### config.mk
export PLATFORM = sky130hd
export DESIGN_NAME = disp_ser_tx
export DESIGN_NICKNAME = d
export VERILOG_FILES = /design/src/rtl/disp_ser_pkg.sv /design/src/rtl/disp_ser_phase_timer.sv /design/src/rtl/disp_ser_shreg.sv /design/src/rtl/disp_ser_ctrl.sv /design/src/rtl/disp_ser_tx.sv
export SDC_FILE = /design/constraint.sdc
export NUM_CORES = 1
export LEC_CHECK = 0
export BUFFER_PORTS_ARGS = -buffer_cell sky130_fd_sc_hd__buf_2
export CAP_MARGIN = 30
export CORE_ASPECT_RATIO = 0.6
export CORE_MARGIN = 2
export CORE_UTILIZATION = 35
export DETAILED_ROUTE_END_ITERATION = 12
export SLEW_MARGIN = 0
export SYNTH_ARGS = -nofsm -noshare
export SYNTH_HDL_FRONTEND = slang
export SYNTH_HIERARCHICAL = 1
export SYNTH_SLANG_ARGS = --single-unit
### constraint.sdc
create_clock -name clk_i -period 3 [get_ports clk_i]
set_input_delay 0.75 -clock clk_i [delete_from_list [all_inputs] [get_ports clk_i]]
set_output_delay 0.75 -clock clk_i [all_outputs]
set_load 0.005 [all_outputs]
### src/rtl/disp_ser_pkg.sv
package disp_ser_pkg;
  typedef enum logic [1:0] {
    ST_IDLE  = 2'd0,
    ST_SETUP = 2'd1,
    ST_LOW   = 2'd2,
    ST_HIGH  = 2'd3
  } tx_state_e;
endpackage

### src/rtl/disp_ser_phase_timer.sv
module disp_ser_phase_timer #(
  parameter int DIV_W = 8
) (
  input  logic             clk_i,
  input  logic             rst_ni,
  input  logic             load_i,
  input  logic             run_i,
  input  logic [DIV_W-1:0] div_i,
  output logic             tick_o
);
  logic [DIV_W-1:0] div_q;
  logic [DIV_W-1:0] cnt_q;

  assign tick_o = run_i && (cnt_q == div_q);

  always_ff @(posedge clk_i or negedge rst_ni) begin
    if (!rst_ni) begin
      div_q <= '0;
      cnt_q <= '0;
    end else if (load_i) begin
      div_q <= div_i;
      cnt_q <= '0;
    end else if (run_i) begin
      cnt_q <= tick_o ? '0 : cnt_q + 1'b1;
    end
  end
endmodule

### src/rtl/disp_ser_shreg.sv
module disp_ser_shreg #(
  parameter int DATA_W = 8
) (
  input  logic              clk_i,
  input  logic              rst_ni,
  input  logic              load_i,
  input  logic [DATA_W-1:0] data_i,
  input  logic              shift_i,
  output logic              msb_o
);
  logic [DATA_W-1:0] sh_q;

  assign msb_o = sh_q[DATA_W-1];

  always_ff @(posedge clk_i or negedge rst_ni) begin
    if (!rst_ni)      sh_q <= '1;
    else if (load_i)  sh_q <= data_i;
    else if (shift_i) sh_q <= {sh_q[DATA_W-2:0], 1'b1};
  end
endmodule

### src/rtl/disp_ser_ctrl.sv
module disp_ser_ctrl
  import disp_ser_pkg::*;
#(
  parameter int DATA_W = 8
) (
  input  logic      clk_i,
  input  logic      rst_ni,
  input  logic      start_i,
  input  logic      tick_i,
  output tx_state_e state_o,
  output logic      load_o,
  output logic      shift_o,
  output logic      done_o
);
  localparam int BIT_W = (DATA_W > 1) ? $clog2(DATA_W) : 1;
  localparam logic [BIT_W-1:0] LAST_BIT = BIT_W'(DATA_W - 1);

  tx_state_e        state_q, state_d;
  logic [BIT_W-1:0] bit_q, bit_d;
  logic             done_q, done_d;

  assign state_o = state_q;
  assign done_o  = done_q;
  assign load_o  = (state_q == ST_IDLE) && start_i;
  assign shift_o = (state_q == ST_HIGH) && tick_i && (bit_q != '0);

  always_comb begin
    state_d = state_q;
    bit_d   = bit_q;
    done_d  = 1'b0;
    unique case (state_q)
      ST_IDLE:  if (start_i) state_d = ST_SETUP;
      ST_SETUP: if (tick_i) begin
        state_d = ST_LOW;
        bit_d   = LAST_BIT;
      end
      ST_LOW:   if (tick_i) state_d = ST_HIGH;
      ST_HIGH:  if (tick_i) begin
        if (bit_q == '0) begin
          state_d = ST_IDLE;
          done_d  = 1'b1;
        end else begin
          state_d = ST_LOW;
          bit_d   = bit_q - 1'b1;
        end
      end
      default:  state_d = ST_IDLE;
    endcase
  end

  always_ff @(posedge clk_i or negedge rst_ni) begin
    if (!rst_ni) begin
      state_q <= ST_IDLE;
      bit_q   <= '0;
      done_q  <= 1'b0;
    end else begin
      state_q <= state_d;
      bit_q   <= bit_d;
      done_q  <= done_d;
    end
  end
endmodule

### src/rtl/disp_ser_tx.sv
module disp_ser_tx
  import disp_ser_pkg::*;
#(
  parameter int DATA_W = 8,
  parameter int DIV_W  = 8
) (
  input  logic              clk_i,
  input  logic              rst_ni,
  input  logic [DIV_W-1:0]  div_i,
  input  logic              start_i,
  input  logic              is_data_i,
  input  logic [DATA_W-1:0] byte_i,
  output logic              busy_o,
  output logic              done_o,
  output logic              cs_no,
  output logic              sck_o,
  output logic              sda_o,
  output logic              dsel_o
);
  tx_state_e state;
  logic      load, shift, tick, msb, sel_q;

  disp_ser_ctrl #(.DATA_W(DATA_W)) u_ctrl (
    .clk_i   (clk_i),
    .rst_ni  (rst_ni),
    .start_i (start_i),
    .tick_i  (tick),
    .state_o (state),
    .load_o  (load),
    .shift_o (shift),
    .done_o  (done_o)
  );

  disp_ser_phase_timer #(.DIV_W(DIV_W)) u_timer (
    .clk_i  (clk_i),
    .rst_ni (rst_ni),
    .load_i (load),
    .run_i  (state != ST_IDLE),
    .div_i  (div_i),
    .tick_o (tick)
  );

  disp_ser_shreg #(.DATA_W(DATA_W)) u_shreg (
    .clk_i   (clk_i),
    .rst_ni  (rst_ni),
    .load_i  (load),
    .data_i  (byte_i),
    .shift_i (shift),
    .msb_o   (msb)
  );

  always_ff @(posedge clk_i or negedge rst_ni) begin
    if (!rst_ni)   sel_q <= 1'b0;
    else if (load) sel_q <= is_data_i;
  end

  assign busy_o = (state != ST_IDLE);

  // line levels per phase; data changes only while the clock is low
  always_comb begin
    unique case (state)
      ST_IDLE:  {cs_no, sck_o, sda_o, dsel_o} = 4'b1111;
      ST_SETUP: {cs_no, sck_o, sda_o, dsel_o} = 4'b0000;
      ST_LOW:   {cs_no, sck_o, sda_o, dsel_o} = {1'b0, 1'b0, msb, sel_q};
      ST_HIGH:  {cs_no, sck_o, sda_o, dsel_o} = {1'b0, 1'b1, msb, sel_q};
      default:  {cs_no, sck_o, sda_o, dsel_o} = 4'b1111;
    endcase
  end
endmodule


# After elaboration in Yosys (flattened, before gate mapping)
# Cells that the tools add are included.
# word_totals
register_bits	31
latch_bits	0
ramBits	0
romBits	0
in_bits	20
output_inout_bits	6
memories	0
# op_classes
addsub	2
multipliers	0
n_div	0
n_lt_le_gt_ge	0
n_eq_ne	9
shift	0
muxes	22
n_bitwise	0
n_reduce_logical	17
# op_table
op	n
$mux W8	5
$mux W2	5
$mux W3	3
$add A8 B1 Y8 const B	1
$eq A8 B8 Y1	1
$pmux W2 S4	1
$reduce_and A4 Y1	2
$reduce_bool A2 Y1	4
$ne A2 B1 Y1 const B	3
$pmux W1 S3	2
$pmux W3 S2	1
$reduce_or A2 Y1	3
$eq A2 B2 Y1 const B	2
$logic_and A1 B1 Y1	4
$ne A2 B2 Y1 const B	2
$pmux W1 S2	2
$logic_not A3 Y1	1
$mux W1	3
$reduce_bool A3 Y1	1
$reduce_or A3 Y1	1
$sub A3 B1 Y3 const B	1
$eq A2 B1 Y1 const B	1
$logic_not A2 Y1	1

# Logic depth before layout (Yosys ltp)
# Gate-level depths: netlist (run 1).
# depth
word_depth	6
ltp_mapped	10
ltp_nobuf	9

# Cells and area by module
# Netlist (run 1), hierarchy kept.
# by_module_without_submodules
mod	n_inst	cells_each	area_per_inst_um2
disp_ser_phase_timer	1	68	804.5
disp_ser_shreg	1	34	376.6
disp_ser_ctrl	1	30	315.3
disp_ser_tx	1	12	97.6

# Worst setup path after synthesis (run 1)
# Ideal clock, no wire load.
# synth_path
path_kind	input to register
from	input start_i
to	register u_timer.cnt_q[7]
arrival_ns	2.240
t_required_ns	2.869
path_slack_ns	0.629
cell_stages	6
n_path_buf	1
cell_sequence	nor3b_1 buf_4 o2111ai_2 nor3_2 xnor2_1 nor3_2
# synth_between
elab_chain_len	2
elab_cells_between_ends	3
cone_classes	mux (1); reduce/logical (2)
# synth_rtl
item	line	source
from (decl)	disp_ser_tx.sv:10	input logic start_i,
$logic_and A1 B1 Y1 *	disp_ser_ctrl.sv:24	assign load_o = (state_q == ST_IDLE) && start_i;
$mux W8 / $reduce_bool A2 Y1 (equally long branches)	--	
to (signal assigned)	disp_ser_phase_timer.sv:24	cnt_q <= tick_o ? '0 : cnt_q + 1'b1;
to (decl)	disp_ser_phase_timer.sv:12	logic [DIV_W-1:0] cnt_q;
# Every way passes the cells marked *; elsewhere a longest branch is shown, timed or not.
# A chain may end at the register's enable or synchronous reset.

# Final worst setup path (run 1)
# layout_path
from	register u_ctrl.state_q[1], in the netlist u_ctrl/state_o[1]
to	register u_shreg.sh_q[1]
# layout_between
elab_chain_len	5
elab_cells_between_ends	9
cone_classes	eq/ne (1); mux (1); reduce/logical (7)
# layout_rtl
item	line	source
from (decl)	disp_ser_ctrl.sv:18	tx_state_e state_q, state_d;
from (signal assigned)	disp_ser_ctrl.sv:57	state_q <= state_d;
$reduce_bool A2 Y1	disp_ser_tx.sv:38	.run_i (state != ST_IDLE),
$logic_and A1 B1 Y1	disp_ser_phase_timer.sv:14	assign tick_o = run_i && (cnt_q == div_q);
named net tick	disp_ser_tx.sv:21	logic load, shift, tick, msb, sel_q;
$logic_and A1 B1 Y1 (2 in series)	disp_ser_ctrl.sv:25	assign shift_o = (state_q == ST_HIGH) && tick_i && (bit_q != '0);
named net shift	disp_ser_tx.sv:21	
$reduce_bool A2 Y1 (no line)	--	
to (signal assigned)	disp_ser_shreg.sv:17	else if (load_i) sh_q <= data_i;
to (signal assigned)	disp_ser_shreg.sv:18	else if (shift_i) sh_q <= {sh_q[DATA_W-2:0], 1'b1};
to (decl)	disp_ser_shreg.sv:11	logic [DATA_W-1:0] sh_q;
# The timed path passes the listed nets, and every way through them passes these cells.

==> results of run 1 <==
-- registers in the layout, indices dropped and copies added, names as in the netlist --
signal,count
u_shreg/sh_q,8
u_timer/div_q,8
u_ctrl/bit_q,3
sel_q,1
u_ctrl/done_o,1
u_ctrl/state_o,2
u_timer/cnt_q,8
-- power groups by stage --
| stage | sequential (mW) | clock, mW | combinational (mW) |
|---|---|---|---|
| 2_1_floorplan | 0.783 | 0 | 0.495 |
| 3_3_place_gp | 0.839 | 0 | 0.586 |
| 3_5_place_dp | 0.848 | 0 | 0.603 |
| 4_1_cts | 0.843 | 0.309 | 0.607 |
| 5_1_grt | 0.876 | 0.331 | 0.686 |
| 6_report | 0.842 | 0.299 | 0.600 |
-- through the flow --
stage	utilization	total power [mW]	worst slack, ns	hold slack [ns]	instance area [µm²]
5_1_grt	0.441	1.89	0.451	0.530	1870
4_1_cts	0.441	1.76	0.658	0.510	1870
2_1_floorplan	-	1.28	0.629	0.454	1590
6_report	0.441	1.74	0.665	0.509	1870
3_3_place_gp	0.423	1.43	0.803	0.502	1790
3_5_place_dp	0.423	1.45	0.670	0.497	1790
-- worst register-to-register path: cells and delay by family (launching register included) --
kind / cells / cell delay, ns
buffers and inverters: 4 / 0.67
flip-flops: 1 / 0.58
AND/OR/NAND/NOR: 3 / 0.53
multiplexers: 1 / 0.22
adder cells (fa/ha/maj): 1 / 0.19
AO/OA/AOI/OAI: 1 / 0.07
-- path summary, 6_finish.rpt --
| path | cells past startpoint | end | startpoint | slack, ns |
|---|---|---|---|---|
| min in group clk_i | 1 | sel_q$_DFFE_PN0P_ | sel_q$_DFFE_PN0P_ | 0.51 |
| hold / removal | 1 | u_timer/cnt_q[6]$_DFFE_PN0P_ | rst_ni | 0.51 |
| setup reg to reg | 10 | u_shreg/sh_q[1]$_DFFE_PN1P_ | u_ctrl/state_o[1]$_DFFE_PN0P_ | 0.66 |
| setup / recovery | 10 | u_shreg/sh_q[1]$_DFFE_PN1P_ | u_ctrl/state_o[1]$_DFFE_PN0P_ | 0.66 |
| max in group asynchronous | 1 | sel_q$_DFFE_PN0P_ | rst_ni | 2.04 |
| hold reg to reg | 1 | sel_q$_DFFE_PN0P_ | sel_q$_DFFE_PN0P_ | 0.51 |
-- area by class of cell --
| type | count | area [µm²] | area share |
|---|---|---|---|
| clock buffers | 7 | 76.3 | 0.0409 |
| inverters | 7 | 26.3 | 0.0141 |
| multi-input cells | 101 | 747 | 0.400 |
| flip-flops and latches | 31 | 786 | 0.421 |
| well taps | 60 | 75.1 | 0.0402 |
| repair buffers | 29 | 155 | 0.0832 |
-- Yosys cell counts --
cell type / number
mux2i_1: 7
and3_1: 2
mux2_2: 8
nor2b_2: 1
a21oi_2: 1
nor3_1: 5
nand2_1: 18
mux2_4: 1
clkbuf_2: 1
o2111ai_2: 1
xor2_1: 4
a211oi_1: 1
a2bb2oi_1: 1
buf_2: 1
buf_4: 1
buf_6: 2
nor2b_1: 1
nor3_2: 2
inv_1: 7
or3_1: 1
dfstp_2: 8
nor2_1: 7
nand2b_1: 1
o21ai_1: 7
nand3b_1: 1
and2_4: 1
xnor2_1: 10
nor3b_2: 1
o22ai_1: 1
o21ai_0: 5
nor3b_1: 1
a22o_1: 1
o32a_1: 1
nor3_4: 1
nand4_1: 4
ha_1: 5
dfrtp_1: 23
-- layer usage --
metal / wire length, µm / vias to the layer above / GRT usage
met5: 0 / - / 0
met4: 25 / 0 / 0.0519
met3: 129 / 5 / 0.0336
met2: 1290 / 24 / 0.181
met1: 1610 / 546 / 0.188
li1: - / 555 / -
-- cells by family (layout without fill, tap and decap cells) --
group,after synthesis,in the layout,synth area share
multiplexers,16,16,0.110
XOR/XNOR,14,14,0.0769
AND/OR/NAND/NOR,47,47,0.161
adder cells (fa/ha/maj),5,5,0.0392
AO/OA/AOI/OAI,19,19,0.0785
buffers and inverters,12,43,0.0416
flip-flops,31,31,0.493
==> qor.csv, run 1 <==
metric,value,unit
status,"complete, no violations",
Worst EP required,3.20,ns
fin crit period,2.34,ns
fill cell count,432,
area growth from synthesis to layout,17.0,%
DR pass1 iterations,4,
"Setup Fix Bufs, Post-CTS",0,
GRT Total Usage,0.129,
main area contributors after synthesis,"dfrtp_1 (36%), dfstp_2 (13%), mux2_2 (5.7%), xnor2_1 (5.5%), mux2i_1 (4.4%)",
CTS tree,yes,
maximum vdd drop,0.287,mV
ANT cells,0,
CP most frequent cell,inv_1,
Crit Path Category,reg -> reg,
total CTS buffers,5,
via/cell ratio,4.81,
Slew @ Worst Pin,0.689,ns
largest area contributor in the netlist,dfrtp_1,
Cells after DPL,228,
sequential share of power,0.484,
htree depth,2,
synthesis warning total,6,
Power Density,933,mW/mm²
fmax,428,MHz
vias in the first global route,1093,
Final Non-Filler Cells,235,
Final Skew,0.00973,ns
# hold bufs at CTS,0,
initial drt markers,29,
Detail Placement HPWL,2.27,mm
syn nets,169,
# resized after CTS,0,
sw frac,0.349,
clk_lat worst skew,0.28,ns
post-synthesis sequential area ratio,0.493,
Max Cap Viol,0,
CTS Buffer Depth,2,
input/output buffers,25,
"Distinct cells, synth",37,
layout net count,200,
"commonest cells after routing, fill and taps aside","buf_2 (25), dfrtp_1 (23), nand2_1 (18)",
"most common cell after layout, fill and taps aside",buf_2,
Crit-path slowest cell,dfrtp_1,
final setup vio count,0,
overall die width,91.1,µm
P_leak,0.798,nW
Startpoint Class,flip-flop,
switching power,607,µW
WL per Instance,13.0,µm
Mapped Area,0.00159,mm²
die footprint,0.00513,mm²
Site Rows,18,
combinational fraction of design power,0.345,
Top Ports,26,
grt ovf,0,
Tcrit/Tclk final,0.778,
share of the synthesized area in the top cell type,0.361,
CP bufs+invs,4,
Hold Crit Class,in -> async,
unrepaired setup endpoints after global routing,no,
fin. max-slew vios,0,
synthesized area per cell,11.1,µm²
Clock transition at path regs,0.07,ns
Clock Power Share,0.172,
share of layout cells above drive strength 1,0.343,
Rel. slew slack,0.541,
clock sinks,31,
cell count after synthesis,144,
vias after detailed routing,1130,
Total Routed Length,3.06,mm
initial core utilization,0.376,
crit path cell chain,"inv_1, ha_1, inv_1, inv_1, nor3_4, nand2_1, nor3b_2, buf_4, mux2i_1, o21ai_1",
# DRC,0,
CP peak stage delay,0.58,ns
largest net degree at the start of global routing,32,
CTS root buffer,clkbuf_8,
CP max FO,14,
Final Hold Viols,0,
initial antenna violation count,0,
Core Area,0.00423,mm²
first-pass GRT wire length,5.18,mm
Final Wtd Congestion,0.824,
Critical Path Sink Type,flip-flop,
critical path's top delay family,buffers and inverters,
Final ANT Viol Nets,0,
"FF+latch count, synth",31,
Critical Path AT,2.53,ns
Int Pwr,1.13,mW
Die Y-Extent,56.3,µm
Post-Route Setup TNS,0,ns
Power figures use the tool's default switching activity.
==> run 2: changes to the inputs <==
clock period = 2.17 ns   (was 3 ns; I/O delays follow)
==> run 2 against run 1 <==
Combinational power rose by 50%. Routed wire length grew 3.1%. Fmax up 21%. First-iteration DRC count is 21% higher. Clock skew rose by 0.0016 ns. Critical endpoint is now u_shreg/sh_q[6]$_DFFE_PN1P_. Sequential cell count did not move. Worst hold slack worse by 0.22 ns. Largest cell class unchanged. Global-route usage increased by 0.21 points. Count of clock-buffer cells in the layout is 2 lower. Power rose by 49%. Cell count rose by 1.7%.
==> qor.csv, run 2 (synthesis results as in run 1) <==
metric,value,unit,change
Final Hold Viols,0,,unchanged
CP max FO,9,,was 14
status,"complete, no violations",,unchanged
Placed Area,0.00182,mm²,was 0.00179 mm²
Post-Route Setup TNS,0,ns,unchanged
vias in the first global route,1072,,was 1093
CP bufs+invs,1,,was 4
Hold Crit Class,in -> async,,unchanged
CTS tree,yes,,unchanged
Rel. slew slack,0.538,,was 0.541
critical path's top delay family,simple AND/OR/NAND/NOR gates,,was buffers and inverters
overall power,2.60,mW,was 1.74 mW
fill cell count,425,,was 432
cell area after layout,0.00193,mm²,was 0.00187 mm²
initial drt markers,35,,was 29
CTS root buffer,clkbuf_8,,unchanged
Critical Path Sink Type,flip-flop,,unchanged
htree depth,2,,unchanged
largest net degree at the start of global routing,32,,unchanged
R2R cell count,8,,was 10
Total Routed Length,3.15,mm,was 3.06 mm
CP peak stage delay,0.47,ns,was 0.58 ns
via/cell ratio,4.65,,was 4.81
Detail Placement HPWL,2.34,mm,was 2.27 mm
final hold slack,0.289,ns,was 0.509 ns
crit path cell chain,"xnor2_1, nand4_1, nor3_4, nand2_1, nor3b_2, buf_4, mux2i_1, o21ai_1",,"was inv_1, ha_1, inv_1, inv_1, nor3_4, nand2_1, nor3b_2, buf_4, mux2i_1, o21ai_1"
Final Wtd Congestion,0.827,,was 0.824
Largest regs,"u_shreg/sh_q x8, u_timer/cnt_q x8, u_timer/div_q x8",,unchanged
clk_lat worst skew,0.29,ns,was 0.28 ns
input/output buffers,25,,unchanged
R2R Setup Slk,0.23,ns,was 0.66 ns
Reg-to-Reg End,u_shreg/sh_q[6]$_DFFE_PN1P_,,was u_shreg/sh_q[1]$_DFFE_PN1P_
clock sinks,31,,unchanged
# hold bufs at CTS,0,,unchanged
Max Cap Viol,0,,unchanged
Final ANT Viol Nets,0,,unchanged
# DRC,0,,unchanged
total CTS buffers,5,,unchanged
"commonest cells after routing, fill and taps aside","buf_2 (25), dfrtp_1 (23), nand2_1 (18)",,unchanged
final setup vio count,0,,unchanged
share of layout cells above drive strength 1,0.369,,was 0.343
fin. max-slew vios,0,,unchanged
CTS Buffer Depth,2,,unchanged
grt ovf,0,,unchanged
"most common cell after layout, fill and taps aside",buf_2,,unchanged
initial core utilization,0.376,,unchanged
vias after detailed routing,1111,,was 1130
GRT Total Usage,0.131,,was 0.129
ANT cells,0,,unchanged
Worst EP required,2.38,ns,was 3.20 ns
DR pass1 iterations,4,,unchanged
Core Area,0.00423,mm²,unchanged
Crit-path slowest cell,dfrtp_1,,unchanged
overall die width,91.1,µm,unchanged
Critical Path AT,2.15,ns,was 2.53 ns
Final Skew,0.0113,ns,was 0.00973 ns
Power Density,1350,mW/mm²,was 933 mW/mm²
# resized after CTS,0,,unchanged
Startpoint Class,flip-flop,,unchanged
fmax,517,MHz,was 428 MHz
Site Rows,18,,unchanged
final cell utilization of the core,0.456,,was 0.441
Die Y-Extent,56.3,µm,unchanged
fin crit period,1.94,ns,was 2.34 ns
Crit Path Category,reg -> reg,,unchanged
"Setup Fix Bufs, Post-CTS",0,,unchanged
die footprint,0.00513,mm²,unchanged
layout net count,203,,was 200
maximum vdd drop,0.563,mV,was 0.287 mV
unrepaired setup endpoints after global routing,no,,unchanged
first-pass GRT wire length,5.06,mm,was 5.18 mm
Worst R2R Start,u_timer/cnt_q[2]$_DFFE_PN0P_,,was u_ctrl/state_o[1]$_DFFE_PN0P_
area growth from synthesis to layout,21.1,%,was 17.0%
Top Ports,26,,unchanged
WL per Instance,13.2,µm,was 13.0 µm
Slew @ Worst Pin,0.693,ns,was 0.689 ns
initial antenna violation count,0,,unchanged
Clock transition at path regs,0.07,ns,about the same
P_leak,0.834,nW,was 0.798 nW
Tcrit/Tclk final,0.892,,was 0.778
run 2: stage by stage:
step / instances / setup WS [ns]
finish: 239 / 0.235
global route: 239 / 0.112
CTS: 239 / 0.239
detailed placement: 231 / 0.254
global placement: 231 / 0.330
floorplan: 144 / 0.0195
run 2: worst max path at each step:
stage | from | to | slack, ns | depth (start not counted)
2_1_floorplan | u_ctrl/state_o[0]$_DFFE_PN0P_ | u_shreg/sh_q[1]$_DFFE_PN1P_ | 0.02 | 10
3_3_place_gp | u_timer/cnt_q[2]$_DFFE_PN0P_ | u_shreg/sh_q[7]$_DFFE_PN1P_ | 0.33 | 8
3_5_place_dp | u_timer/cnt_q[2]$_DFFE_PN0P_ | u_shreg/sh_q[6]$_DFFE_PN1P_ | 0.25 | 8
4_1_cts | u_timer/cnt_q[2]$_DFFE_PN0P_ | u_shreg/sh_q[6]$_DFFE_PN1P_ | 0.24 | 8
5_1_grt | u_timer/cnt_q[2]$_DFFE_PN0P_ | u_shreg/sh_q[4]$_DFFE_PN1P_ | 0.11 | 8
6_report | u_timer/cnt_q[2]$_DFFE_PN0P_ | u_shreg/sh_q[6]$_DFFE_PN1P_ | 0.23 | 8
run 2: per-layer routing:
layer  vias to the layer above  GRT usage  share of wire
met5                         -          0              0
li1                        561          -              -
met1                       528      0.176           0.52
met2                        18      0.180           0.41
met3                         4     0.0591          0.046
met4                         0     0.0584          0.018
run 2: cell type report:
cell class	count	area, µm²	share of cell area
Tap cell	60	75.1	0.0389
Inverter	7	26.3	0.0136
Clock buffer	5	68.8	0.0356
Sequential cell	31	786	0.407
Multi-Input combinational cell	101	753	0.390
Clock inverter	3	43.8	0.0227
Timing Repair Buffer	32	178	0.0920
run 2: power by group:
group,switching [mW],internal (mW),leakage [nW]
Combinational,0.433,0.466,0.408
Sequential,0.229,0.901,0.368
Clock,0.227,0.341,0.0581
Total,0.889,1.71,0.834
